==> src/rtl/bond_pkg.sv <==
package bond_pkg;
  localparam int SYM_W = 8;

  typedef struct packed {
    logic             ctl;
    logic [SYM_W-1:0] dat;
  } sym_t;

  typedef enum logic [1:0] {
    ST_IDLE   = 2'd0,
    ST_SEARCH = 2'd1,
    ST_ALIGN  = 2'd2,
    ST_DONE   = 2'd3
  } bst_t;
endpackage

==> src/rtl/bond_lane.sv <==
module bond_lane
  import bond_pkg::*;
#(
  parameter int DEPTH = 16,
  parameter int WIN   = 5,
  localparam int AW   = $clog2(DEPTH),
  localparam int AGW  = $clog2(WIN + 1)
) (
  input  logic             clk,
  input  logic             rst_n,
  input  logic [SYM_W-1:0] bond_char,
  input  logic             wr_en,
  input  logic [AW-1:0]    wr_addr,
  input  sym_t             wr_sym,
  input  logic             rd_en,
  input  logic             align_en,
  input  logic [AW-1:0]    wptr_nx,
  input  logic             hold_pos,
  output logic             char_hit,
  output logic             recent,
  output sym_t             rd_sym,
  output logic             nonempty,
  output logic             has_room
);
  sym_t            mem [DEPTH];
  logic [AW-1:0]   rptr;
  logic [AW:0]     cnt;
  logic [AW-1:0]   pos;
  logic [AGW-1:0]  age;
  logic            marked;

  assign char_hit = wr_en && wr_sym.ctl && (wr_sym.dat == bond_char);
  assign recent   = marked && (age < AGW'(WIN));
  assign rd_sym   = mem[rptr];
  assign nonempty = (cnt != '0);
  assign has_room = (cnt < (AW+1)'(DEPTH));

  always_ff @(posedge clk) begin
    if (wr_en) mem[wr_addr] <= wr_sym;
  end

  always_ff @(posedge clk or negedge rst_n) begin
    if (!rst_n) begin
      rptr   <= '0;
      cnt    <= '0;
      pos    <= '0;
      age    <= '0;
      marked <= 1'b0;
    end else begin
      if (align_en) begin
        rptr <= pos;
        cnt  <= {1'b0, wptr_nx - pos};
      end else begin
        if (rd_en) rptr <= rptr + 1'b1;
        cnt <= cnt + (AW+1)'(wr_en) - (AW+1)'(rd_en);
      end
      if (char_hit && !hold_pos) pos <= wr_addr;
      if (char_hit) begin
        age    <= '0;
        marked <= 1'b1;
      end else if (wr_en && age != AGW'(WIN)) begin
        age <= age + 1'b1;
      end
    end
  end

  // occupancy never passes the buffer depth
  a_r2_no_overflow: assert property (@(posedge clk) disable iff (!rst_n)
    cnt <= (AW+1)'(DEPTH));
  // a full lane accepts no write
  a_r2_full_blocks: assert property (@(posedge clk) disable iff (!rst_n)
    (cnt == (AW+1)'(DEPTH)) |-> !wr_en);
endmodule

==> src/rtl/bond_ctrl.sv <==
module bond_ctrl
  import bond_pkg::*;
#(
  parameter int LANES  = 4,
  parameter int MASTER = 0,
  parameter int WIN    = 5,
  localparam int CW    = $clog2(WIN + 1)
) (
  input  logic             clk,
  input  logic             rst_n,
  input  logic             fire,
  input  logic [LANES-1:0] hit,
  input  logic [LANES-1:0] recent,
  output logic             align_en,
  output logic [LANES-1:0] hold,
  output logic             rd_allow,
  output logic             bond_start,
  output logic             bonded,
  output logic             bond_err
);
  bst_t             st;
  logic [LANES-1:0] found, found_nx;
  logic [CW-1:0]    win;

  assign bond_start = (st == ST_IDLE) && fire && hit[MASTER];
  assign align_en   = (st == ST_ALIGN);
  assign rd_allow   = (st == ST_IDLE);
  assign hold       = (st == ST_SEARCH || st == ST_ALIGN) ? found : '0;

  always_comb begin
    found_nx = found;
    if (st == ST_IDLE) begin
      found_nx         = hit | recent;
      found_nx[MASTER] = 1'b1;
    end else if (st == ST_SEARCH && fire) begin
      found_nx = found | hit;
    end
  end

  always_ff @(posedge clk or negedge rst_n) begin
    if (!rst_n) begin
      st       <= ST_IDLE;
      found    <= '0;
      win      <= '0;
      bonded   <= 1'b0;
      bond_err <= 1'b0;
    end else begin
      unique case (st)
        ST_IDLE: if (bond_start) begin
          found    <= found_nx;
          bonded   <= 1'b0;
          bond_err <= 1'b0;
          win      <= '0;
          st       <= (&found_nx) ? ST_ALIGN : ST_SEARCH;
        end
        ST_SEARCH: if (fire) begin
          found <= found_nx;
          if (&found_nx) begin
            st <= ST_ALIGN;
          end else if (win == CW'(WIN - 1)) begin
            bond_err <= 1'b1;
            found    <= '0;
            st       <= ST_IDLE;
          end else begin
            win <= win + 1'b1;
          end
        end
        ST_ALIGN: st <= ST_DONE;
        ST_DONE: begin
          bonded <= 1'b1;
          found  <= '0;
          st     <= ST_IDLE;
        end
        default: st <= ST_IDLE;
      endcase
    end
  end

  // leaving idle needs a master bonding character
  a_r5_master_only: assert property (@(posedge clk) disable iff (!rst_n)
    (st == ST_IDLE && !(fire && hit[MASTER])) |=> (st == ST_IDLE));
  // bonded rises one cycle after the pointer move
  a_r8_bond_timing: assert property (@(posedge clk) disable iff (!rst_n)
    $rose(bonded) |-> ($past(st, 2) == ST_ALIGN));
  // an error never coexists with the bonded state
  a_r9_err_unbonded: assert property (@(posedge clk) disable iff (!rst_n)
    bond_err |-> !bonded);
  // bonded holds until a new master event
  a_r10_bond_hold: assert property (@(posedge clk) disable iff (!rst_n)
    (bonded && !(fire && hit[MASTER])) |=> bonded);
endmodule

==> src/rtl/lane_bond_deskew.sv <==
module lane_bond_deskew
  import bond_pkg::*;
#(
  parameter int LANES  = 4,
  parameter int DEPTH  = 16,
  parameter int WIN    = 5,
  parameter int MASTER = 0,
  localparam int AW    = $clog2(DEPTH)
) (
  input  logic                   clk,
  input  logic                   rst_n,
  input  logic [SYM_W-1:0]       bond_char,
  input  logic                   in_valid,
  output logic                   in_ready,
  input  logic [SYM_W*LANES-1:0] in_data,
  input  logic [LANES-1:0]       in_ctrl,
  output logic                   out_valid,
  input  logic                   out_ready,
  output logic [SYM_W*LANES-1:0] out_data,
  output logic [LANES-1:0]       out_ctrl,
  output logic                   bonded,
  output logic                   bond_err
);
  logic [AW-1:0]    wptr, wptr_nx;
  logic             fire, rd_en, align_en, rd_allow, bond_start;
  logic [LANES-1:0] hit, recent, hold, nonempty, room;

  assign fire      = in_valid && in_ready;
  assign in_ready  = &room;
  assign out_valid = rd_allow && (&nonempty);
  assign rd_en     = out_valid && out_ready;
  assign wptr_nx   = wptr + AW'(fire);

  always_ff @(posedge clk or negedge rst_n) begin
    if (!rst_n) wptr <= '0;
    else        wptr <= wptr_nx;
  end

  for (genvar l = 0; l < LANES; l++) begin : g_lane
    sym_t wsym, rsym;
    assign wsym.ctl = in_ctrl[l];
    assign wsym.dat = in_data[l*SYM_W +: SYM_W];
    assign out_ctrl[l] = rsym.ctl;
    assign out_data[l*SYM_W +: SYM_W] = rsym.dat;

    bond_lane #(.DEPTH(DEPTH), .WIN(WIN)) u_lane (
      .clk      (clk),
      .rst_n    (rst_n),
      .bond_char(bond_char),
      .wr_en    (fire),
      .wr_addr  (wptr),
      .wr_sym   (wsym),
      .rd_en    (rd_en),
      .align_en (align_en),
      .wptr_nx  (wptr_nx),
      .hold_pos (hold[l]),
      .char_hit (hit[l]),
      .recent   (recent[l]),
      .rd_sym   (rsym),
      .nonempty (nonempty[l]),
      .has_room (room[l])
    );
  end

  bond_ctrl #(.LANES(LANES), .MASTER(MASTER), .WIN(WIN)) u_ctrl (
    .clk       (clk),
    .rst_n     (rst_n),
    .fire      (fire),
    .hit       (hit),
    .recent    (recent),
    .align_en  (align_en),
    .hold      (hold),
    .rd_allow  (rd_allow),
    .bond_start(bond_start),
    .bonded    (bonded),
    .bond_err  (bond_err)
  );

  // a stalled word stays presented and unchanged
  a_r3_hold: assert property (@(posedge clk) disable iff (!rst_n)
    (out_valid && !out_ready && !bond_start) |=>
      (out_valid && $stable(out_data) && $stable(out_ctrl)));
  // bonding only starts on a flagged master symbol matching the char
  a_r4_start_char: assert property (@(posedge clk) disable iff (!rst_n)
    bond_start |-> (in_ctrl[MASTER] && in_data[MASTER*SYM_W +: SYM_W] == bond_char));
endmodule

==> config.mk <==
export PLATFORM = sky130hd
export DESIGN_NAME = lane_bond_deskew
export DESIGN_NICKNAME = d
export VERILOG_FILES = /design/src/rtl/bond_pkg.sv /design/src/rtl/bond_lane.sv /design/src/rtl/bond_ctrl.sv /design/src/rtl/lane_bond_deskew.sv
export SDC_FILE = /design/constraint.sdc
export NUM_CORES = 1
export LEC_CHECK = 0
export BUFFER_PORTS_ARGS = -buffer_cell sky130_fd_sc_hd__buf_2
export CAP_MARGIN = 20
export CORE_AREA = 2 2 262 264
export CTS_BUF_LIST = sky130_fd_sc_hd__clkbuf_4
export CTS_CLUSTER_SIZE = 20
export DETAILED_ROUTE_END_ITERATION = 10
export DIE_AREA = 0 0 264 266
export PLACE_DENSITY = 0.56
export SLEW_MARGIN = 20
export SYNTH_ARGS = -nofsm -noshare
export SYNTH_HDL_FRONTEND = slang
export SYNTH_HIERARCHICAL = 1
export SYNTH_SLANG_ARGS = --single-unit
==> constraint.sdc <==
create_clock -name clk -period 4.1 [get_ports clk]
set_clock_uncertainty 0.05 [all_clocks]
set_input_delay 0.205 -clock clk [delete_from_list [all_inputs] [get_ports clk]]
set_output_delay 0.205 -clock clk [all_outputs]
set_load 0.1 [all_outputs]
=== Yosys cells after proc, flatten, opt, wreduce, memory -nomap -nowiden ===
Memory sizes are Yosys's and may differ from the RTL's.
Index checks and enable logic that the tools add are counted.

* Register bits: 83
* RAM bits: 576
* Bits of input ports: 48
* Output and inout port bits: 40
* Logic and storage cells: 179
* Memories kept: 4

{| class="wikitable"
|+ Memory list
! memory !! words !! width !! rd ports !! clocked after memory_dff !! wr ports !! RTL line !! text
|-
| g_lane[0].u_lane.mem || 16 || 9 || 1 || 0 || 1 || bond_lane.sv:25 || <nowiki>sym_t mem [DEPTH];</nowiki>
|-
| g_lane[1].u_lane.mem || 16 || 9 || 1 || 0 || 1 || bond_lane.sv:25 ||
|-
| g_lane[2].u_lane.mem || 16 || 9 || 1 || 0 || 1 || bond_lane.sv:25 ||
|-
| g_lane[3].u_lane.mem || 16 || 9 || 1 || 0 || 1 || bond_lane.sv:25 ||
|}

* Add/sub/neg operators: 22
* Order comparisons: 8
* Eq/ne operators: 18
* Multiplexer cells: 47
* Bitwise operators: 2
* Reduce and logical (&&, ||, !) cells: 52

{| class="wikitable"
|+ Operators by type and width
! kind !! count
|-
| 2-to-1 mux 4 bit || 15
|-
| 2-to-1 mux 3 bit || 12
|-
| equality test 8 bit || 4
|-
| logical AND 1 bit || 26
|-
| adder 5 x 1 -> 5 bit || 4
|-
| less-than comparator 5 bit, second input constant || 4
|-
| 2-to-1 mux 5 bit || 4
|-
| nonzero test 5 bit || 4
|-
| subtractor 5 x 1 -> 5 bit || 4
|-
| adder 4 x 1 -> 4 bit, second input constant || 4
|-
| subtractor 4 bit || 4
|-
| adder 3 x 1 -> 3 bit, second input constant || 5
|-
| inequality test 3 bit, second input constant || 5
|-
| nonzero test 2 bit || 7
|-
| less-than comparator 3 bit, second input constant || 4
|-
| case mux 4 bit (3 select lines) || 1
|-
| AND reduction 4 bit || 3
|-
| 2-to-1 mux 2 bit || 5
|-
| AND reduction 5 bit || 2
|-
| inequality test 2 bit, second input constant || 4
|-
| bitwise OR 4 bit || 2
|-
| case mux 2 bit (4 select lines) || 1
|-
| 2-to-1 mux 1 bit || 6
|-
| case mux 3 bit (2 select lines) || 1
|-
| 12 further kinds || 18
|}

=== Logic depth before layout (Yosys ltp) ===
Gate-level depths: netlist of run 1.

* Depth in word-level cells: 12
* Depth in mapped cells: 15
* Mapped depth without buffers: 15

=== Cells and area by module ===
Netlist of run 1, hierarchy kept.

{| class="wikitable"
|+ By module, submodules not included
! module !! instances !! cells each !! area each (um^2) !! seq. area each (um^2)
|-
| bond_lane (g_lane[0].u_lane ...) || 2 || 363 || 6784.0 || 4749.6
|-
| bond_lane (g_lane[2].u_lane ...) || 2 || 363 || 6779.0 || 4749.6
|-
| bond_ctrl || 1 || 89 || 793.3 || 275.3
|-
| lane_bond_deskew || 1 || 16 || 187.7 || 100.1
|}

=== Worst setup path after synthesis of run 1 ===
Ideal clock, no wire load.

* Path type: flip-flop to flip-flop
* Start: register u_ctrl.st[0]
* End: register g_lane[3].u_lane.cnt[4]
* Setup time: 136 ps
* Arrival time: 3730 ps
* Required time: 3914 ps
* Setup slack: 185 ps
* Cell stages (with the launch flop): 15
* Buffers on the path: 0
* Clock period less this slack: 3915 ps
* Cells stage by stage: dfrtp_1 -> inv_1 -> ha_1 -> inv_1 -> nor3_1 -> ha_1 -> inv_1 -> ha_1 -> inv_1 -> fa_1 -> inv_1 -> a21oi_1 -> nor2_1 -> or3_1 -> a21oi_1

* Longest elaborated chain between the ends: 5
* Elaborated cells between the ends (all ways): 6
* Those cells by class: 1 x add/sub; 1 x eq/ne; 1 x mux; 3 x reduce/logical

{| class="wikitable"
|+ Ends and longest elaborated chain
! item !! RTL line !! text
|-
| from (decl) || bond_ctrl.sv:21 || <nowiki>bst_t st;</nowiki>
|-
| from (signal assigned) || bond_ctrl.sv:54 || <nowiki>st <= (&found_nx) ? ST_ALIGN : ST_SEARCH;</nowiki>
|-
| zero test 2 bit || bond_ctrl.sv:27 || <nowiki>assign rd_allow = (st == ST_IDLE);</nowiki>
|-
| via rd_allow || lane_bond_deskew.sv:25 || <nowiki>logic fire, rd_en, align_en, rd_allow, bond_start;</nowiki>
|-
| logical AND 1 bit || lane_bond_deskew.sv:30 || <nowiki>assign out_valid = rd_allow && (&nonempty);</nowiki>
|-
| logical AND 1 bit || lane_bond_deskew.sv:31 || <nowiki>assign rd_en = out_valid && out_ready;</nowiki>
|-
| via rd_en || lane_bond_deskew.sv:25 ||
|-
| subtractor 5 x 1 -> 5 bit || bond_lane.sv:55 || <nowiki>cnt <= cnt + (AW+1)'(wr_en) - (AW+1)'(rd_en);</nowiki>
|-
| 2-to-1 mux 5 bit || bond_lane.sv:50 || <nowiki>if (align_en) begin</nowiki>
|-
| to (signal assigned) || bond_lane.sv:52 || <nowiki>cnt <= {1'b0, wptr_nx - pos};</nowiki>
|-
| to (signal assigned) || bond_lane.sv:55 ||
|-
| to (decl) || bond_lane.sv:27 || <nowiki>logic [AW:0] cnt;</nowiki>
|}

The timed path passes the listed nets, and every way through them passes these cells.
A chain may end at the register's enable or synchronous reset.

=== Worst setup path after layout of run 1 ===
* Start: register g_lane[3].u_lane.cnt[4]
* End: register u_ctrl.win[2]

* Longest elaborated chain between the ends: 11
* Elaborated cells between the ends (all ways): 23
* Those cells by class: 1 x order compare; 3 x eq/ne; 2 x mux; 2 x bitwise; 15 x reduce/logical

{| class="wikitable"
|+ Ends and longest elaborated chain
! item !! RTL line !! text
|-
| less-than comparator 5 bit * || bond_lane.sv:36 || <nowiki>assign has_room = (cnt < (AW+1)'(DEPTH));</nowiki>
|-
| via room[3] || lane_bond_deskew.sv:26 || <nowiki>logic [LANES-1:0] hit, recent, hold, nonempty, room;</nowiki>
|-
| AND reduction 4 bit * || lane_bond_deskew.sv:29 || <nowiki>assign in_ready = &room;</nowiki>
|-
| logical AND 1 bit * || lane_bond_deskew.sv:28 || <nowiki>assign fire = in_valid && in_ready;</nowiki>
|-
| via fire || lane_bond_deskew.sv:25 ||
|-
| logical AND 1 bit * (2 in a row) || bond_lane.sv:32 || <nowiki>assign char_hit = wr_en && wr_sym.ctl && (wr_sym.dat == bond_char);</nowiki>
|-
| via hit[3] || lane_bond_deskew.sv:26 ||
|-
| bitwise OR 4 bit || bond_ctrl.sv:36 || <nowiki>found_nx = found | hit;</nowiki>
|-
| 2-to-1 mux 4 bit || bond_ctrl.sv:35 || <nowiki>end else if (st == ST_SEARCH && fire) begin</nowiki>
|-
| 2-to-1 mux 4 bit * || bond_ctrl.sv:32 || <nowiki>if (st == ST_IDLE) begin</nowiki>
|-
| AND reduction 4 bit * || bond_ctrl.sv:58 || <nowiki>if (&found_nx) begin</nowiki>
|-
| inequality test 2 bit (no source line) * || -- ||
|-
| AND reduction 5 bit (no source line) * || -- ||
|-
| to (signal assigned) || bond_ctrl.sv:65 || <nowiki>win <= win + 1'b1;</nowiki>
|-
| to (decl) || bond_ctrl.sv:23 || <nowiki>logic [CW-1:0] win;</nowiki>
|}

The timed path passes the listed nets; every way through them passes the cells marked *.

==> summary.md, run 1 <==
| Metric | Value |
|---|---|
| Final ANT Viol Nets | 0 |
| Area delta synth->final | 16.7% |
| Die H | around 270 um |
| Starting Density | 41.2% |
| RSZ-0062 raised after global routing | no |
| DIE WIDTH | 264 um |
| Reg2reg setup slack | 0.38 ns |
| Syn Inst Count | 1539 |
| CP Launch Type | flip-flop |
| CTS tree | done |
| Crit Path Category | flip-flop to flip-flop |
| CTS H-tree lvls | 4 |
| Vias in the first global route | 16.0k |
| CTS clock-pin slew for the worst setup and hold paths | 0.07 ns |
| Initial DRC Count | 981 |
| Largest net degree at the start of global routing | 56 |
| Root Driver | clkbuf_4 |
| Die area | 70200 um^2 |
| WHS Path Cells | 2 |
| CP endpoint kind | flip-flop |
| Maximum VDD drop | 0.213 mV |
| Pins Over Slew Limit | 0 |
| Num Clock Sinks | ~660 |
| Actual slew at the worst max-slew pin | around 1.1 ns |
| Most frequent cells in the layout | 576 x edfxtp_1, 235 x clkbuf_4, 96 x mux4_1, 86 x buf_2 |
| Placer Congestion | 0.776 |
| WHS | 0.125 ns |
| Lkg Pwr | 11.9 nW |
| GRT overflow | 0 |
| PortBufs | between 80 and 90 |
| Antenna violations before repair | 1 |
| I/O pin count | 88 |
| R2r endpoint | u_ctrl/win[2] |
| Vias per Instance | 5.24 |
| Setup TNS | 0 ns |
| Synthesized Nets | 1650 |
| Min-delay src | in_ctrl[0] |
| Drt drc | 0 |
| Row cnt | 96 |
| CTS resizes | 0 |
| Hold buffer count at cts | 80 |
| Post-CTS Setup Bufs | 0 |
| DR WL/cell | 21.4 um |
| CP Data Arrival Time | roughly 4.5 ns |
| DR pass1 iterations | 5 |
| Max frequency | roughly 270 MHz |
| Tmin final | 3.72 ns |
| Detail Placement HPWL | 37.6 mm |
| Required time at the worst-slack endpoint | 4.91 ns |
| First-pass GRT wire length | 94.1 mm |
| Syn Area/Cell | ~18 um^2 |
| Setup violations, final | 0 |
| Reg2Reg Depth | 11 |
| Fin crit share | 90.7% |
| Layout cell share with drive strength beyond 1 | approximately 26% |
| CTS buffer count | 167 |
| Hold Crit Class | input pin to flip-flop |
| Final hold violations | 0 |
| Overall Global Routing Usage | 17.9% |
| Outcome | complete, no violations |
| Vias post-DR | 15.2k |
| Reg2reg start | g_lane[3].u_lane/cnt[4] |
| NumNets Final | 1995 |
| Synth warn | 6 |
| Core area | about 68000 um^2 |
| Max Fanout on Critical Path | 28 |
| Fillers | roughly 6k |
| Max Root-Sink Buffers | 3 |
| Final WL | a little over 60 mm |
| Max_cap viols | 0 |
| Final core occ | approximately half |
| Hold Crit Endpoint | g_lane[0].u_lane/mem[5][8] |
| Worst skew pair latency | 0.98 ns |
| PwrDens | 395 nW/um^2 |
| Netlist Area Pre-Place | 27900 um^2 |
| Max-Slew Margin vs Limit | 26.2% |
| Commonest non-fill, non-tap cell in the layout | edfxtp_1 |
-- metrics by stage --
| step | cells | area [um^2] | power [W] | worst slack [ns] |
|---|---|---|---|---|
| floorplan | 1539 | 27900 | 0.00744 | 0.185 |
| global placement | 2517 | 29600 | 0.00759 | 0.914 |
| detailed placement | 2517 | 29600 | 0.00760 | 0.810 |
| CTS | 2899 | 32600 | 0.0131 | 0.186 |
| global route | 2900 | 32600 | 0.0134 | 0.122 |
| finish | 2900 | 32600 | 0.0129 | 0.382 |
-- worst max-delay path by stage --
| stage | startpoint | to | slack (ns) | depth (start not counted) |
|---|---|---|---|---|
| after floorplan | u_ctrl/st[0] | g_lane[3].u_lane/cnt[4] | 0.18 | 14 |
| after global placement | u_ctrl/st[0] | g_lane[3].u_lane/cnt[4] | 0.91 | 14 |
| after detailed placement | u_ctrl/st[1] | g_lane[3].u_lane/cnt[4] | 0.81 | 14 |
| after CTS | g_lane[1].u_lane/rptr[0] | out_data[12] | 0.19 | 5 |
| after global routing | g_lane[0].u_lane/rptr[0] | out_data[1] | 0.12 | 5 |
| final | g_lane[3].u_lane/cnt[4] | u_ctrl/win[2] | 0.38 | 11 |
-- layer usage --
layer	track usage [%]	vias to the layer above	share of wire, %
met2	29.1	305	49
met5	0	-	0
met1	23.9	7840	45
met4	6.30	0	1.8
li1	-	6964	-
met3	4.04	82	3.9
-- registers in the layout (all words and copies together), names as in the netlist --
signal                flops
g_lane.u_lane/rptr       16
u_ctrl/win                3
u_ctrl/bonded             1
g_lane.u_lane/marked      3
g_lane.u_lane/cnt        20
g_lane.u_lane/mem       576
u_ctrl/bond_err           1
g_lane.u_lane/pos        16
u_ctrl/st                 2
g_lane.u_lane/age         9
wptr                      4
u_ctrl/found              4
-- worst max-delay path: stages (launching register included) --
cell	delay [ns]
dfrtp_1	0.39
inv_1	0.08
and4_4	0.21
and2_2	0.45
buf_4	0.36
nand3_1	0.13
nor3_2	0.19
dlygate4sd3_1	0.68
o21ai_2	0.09
and4bb_1	0.48
nor3_1	0.15
a221o_1	0.32
-- power breakdown --
part,internal (W),total (W),switching [W],leakage [nW]
combinational,0.0000918,0.000258,0.000166,4.55
sequential,0.00725,0.00725,0.000000557,6.13
clock,0.00274,0.00536,0.00263,1.24
total,0.0101,0.0129,0.00279,11.9
-- area by class of cell --
class                      count  area [um^2]  area share, %
sequential                   655        19300           59.2
multi-input combinational    753         8010           24.6
timing repair buffer         243         1830           5.61
clock buffer                 235         1760           5.42
tap                          882         1100           3.39
clock inverter                67          335           1.03
inverter                      64          240          0.738
antenna                        1         2.50        0.00769
(Power assumes the default switching activity.)
==> run 2: changes to the inputs <==
Settings changed: PLACE_DENSITY 0.56 to 0.54.
Clock period 4.1 ns to 4.83 ns, I/O delays scaled along.
==> summary.md, run 2 (synthesis results as in run 1) <==
| Metric | Value |
|---|---|
| Outcome | complete, no violations |
| First-pass GRT wire length | 94.8 mm |
| Placed Instances | ~2.5k |
| CTS buffer count | 170 |
| Reg2reg setup slack | 1.21 ns |
| Final hold violations | 0 |
| Lkg Pwr | 11.7 nW |
| Maximum VDD drop | 0.169 mV |
| Num Clock Sinks | approximately 660 |
| Top Registers | g_lane.u_lane/mem (576), g_lane.u_lane/cnt (20) |
| Worst skew pair latency | 0.97 ns |
| CTS H-tree lvls | 4 |
| Worst path slowest cell | dfrtp_2 |
| Final ANT Viol Nets | 0 |
| Die H | roughly 270 um |
| Core area | 67700 um^2 |
| Pins Over Slew Limit | 0 |
| Post-route insts no fill | 2841 |
| Crit Path Category | flip-flop to output port |
| Drt drc | 0 |
| Die area | about 70000 um^2 |
| WHS | 0.100 ns |
| NumNets Final | 1950 |
| Layout cell share with drive strength beyond 1 | 26.1% |
| Overall Global Routing Usage | 18.1% |
| CP delay by family, top | flip-flops |
| Min-delay src | bond_char[4] |
| CP endpoint kind | output port |
| Max reg flops | ~580 |
| Starting Density | 41.2% |
| Max frequency | 255 MHz |
| Worst path cell trace | buf_4 -> mux4_1 -> a22oi_1 -> nand2_1 -> buf_2 |
| Largest net degree at the start of global routing | 51 |
| PwrDens | 343 nW/um^2 |
| Post-CTS Setup Bufs | 0 |
| Setup TNS | 0 ns |
| Detail Placement HPWL | slightly below 40 mm |
| Area delta synth->final | 15.4% |
| Hold Crit Endpoint | g_lane[2].u_lane/marked |
| Crit path largest cell delay | a little under 1 ns |
| WP buf/inv | 2 |
| Most frequent cells in the layout | 576 x edfxtp_1, 252 x clkbuf_4, 96 x mux4_1, 86 x buf_2, 79 x nand2_1 |
| Vias in the first global route | between 15k and 20k |
| RSZ-0062 raised after global routing | no |
| Final WL | 62.7 mm |
| Reg2reg start | u_ctrl/st[0] |
| Max-Slew Margin vs Limit | 26.5% |
| Root Driver | clkbuf_4 |
| I/O pin count | 88 |
| DR WL/cell | about 22 um |
| Max Root-Sink Buffers | 3 |
| Antenna violations before repair | 2 |
| CP Data Arrival Time | 3.63 ns |
| Max Fanout on Critical Path | 31 |
| R2r endpoint | g_lane[3].u_lane/cnt[4] |
| Final instance area | 32200 um^2 |
| Hold Crit Class | input pin to flip-flop |
| Max_cap viols | 0 |
| CP Launch Type | flip-flop |
| CTS tree | done |
| Vias per Instance | 5.31 |
| Required time at the worst-slack endpoint | between 4 and 5 ns |
| DP Area | 29500 um^2 |
| Placer Congestion | 0.794 |
| Vias post-DR | 15.1k |
| Reg with most FFs | g_lane.u_lane/mem |
| Initial DRC Count | 805 |
| Fillers | 5892 |
| Commonest non-fill, non-tap cell in the layout | edfxtp_1 |
| Actual slew at the worst max-slew pin | 1.10 ns |
| CTS clock-pin slew for the worst setup and hold paths | about 0.070 ns |
| Row cnt | 96 |
| DIE WIDTH | 264 um |
| GRT overflow | 0 |
| DR pass1 iterations | 5 |
| Reg2Reg Depth | 14 |
| Setup violations, final | 0 |
| Fin crit share | 81.2% |
| WHS Path Cells | 5 |
| Tmin final | just under 4 ns |
| PortBufs | 87 |
run 2: cell types whose count changed in the layout (fill, tap and decap cells not counted), moves of 8 or more:
cell	previous run	this run
dlygate4sd3_1	79	52
clkinv_1	46	22
buf_4	77	56
clkbuf_4	235	252
clkinv_2	9	1
run 2: metrics by stage:
stage	total power [W]	setup slack (ns)	util [%]
after global placement	0.00644	1.30	43.5
after global routing	0.0115	0.645	47.6
after CTS	0.0112	0.751	47.5
after floorplan	0.00631	0.915	-
final	0.0111	0.908	47.6
after detailed placement	0.00645	1.22	43.6
run 2: final cells by class:
class,instances,area (um^2),share of cell area [%]
flip-flops and latches,655,19300,59.9
multi-input cells,753,8060,25.0
clock buffers,252,1890,5.87
repair buffers,195,1390,4.32
well taps,882,1100,3.43
inverters,64,240,0.746
clock inverters,33,226,0.703
diodes,7,17.5,0.0544
run 2: routing by layer:
metal  up-vias  GRT usage [%]  share of wire (%)
met2       380           28.7                 48
met1      7735           24.3                 45
li1       6867              -                  -
met4         0           6.70                2.1
met5         -              0                  0
met3        93           4.64                4.6
run 2: worst register-to-register path: cells and delay by family, from the launching register on:
kind / cells / cell delay [ns]
DFF: 1 / 0.42
buffers and inverters: 5 / 0.46
and+or+nand+nor: 3 / 1.03
AOI/OAI and AO/OA: 2 / 0.11
adders and majority gates: 4 / 1.40
run 2: timing repair:
item	in CTS	in global routing
gates resized for setup	0	0
endpoints found under the hold margin	687	0
hold buffers	53	0
run 2: worst max path at each step:
stage	startpoint	endpoint	cells past startpoint
final	g_lane[2].u_lane/rptr[0]	out_data[18]	5
after global routing	g_lane[1].u_lane/rptr[0]	out_data[11]	5
after CTS	g_lane[2].u_lane/rptr[0]	out_data[23]	5
after detailed placement	u_ctrl/st[0]	g_lane[2].u_lane/cnt[4]	14
after global placement	u_ctrl/st[0]	g_lane[3].u_lane/cnt[4]	14
after floorplan	u_ctrl/st[0]	g_lane[3].u_lane/cnt[4]	14
run 2: power breakdown:
group | leakage (nW) | total, W | internal [W] | switching [W]
logic | 4.32 | 0.000199 | 0.0000630 | 0.000136
registers | 6.12 | 0.00616 | 0.00616 | 0.000000440
clock network | 1.26 | 0.00470 | 0.00252 | 0.00218
total | 11.7 | 0.0111 | 0.00875 | 0.00231
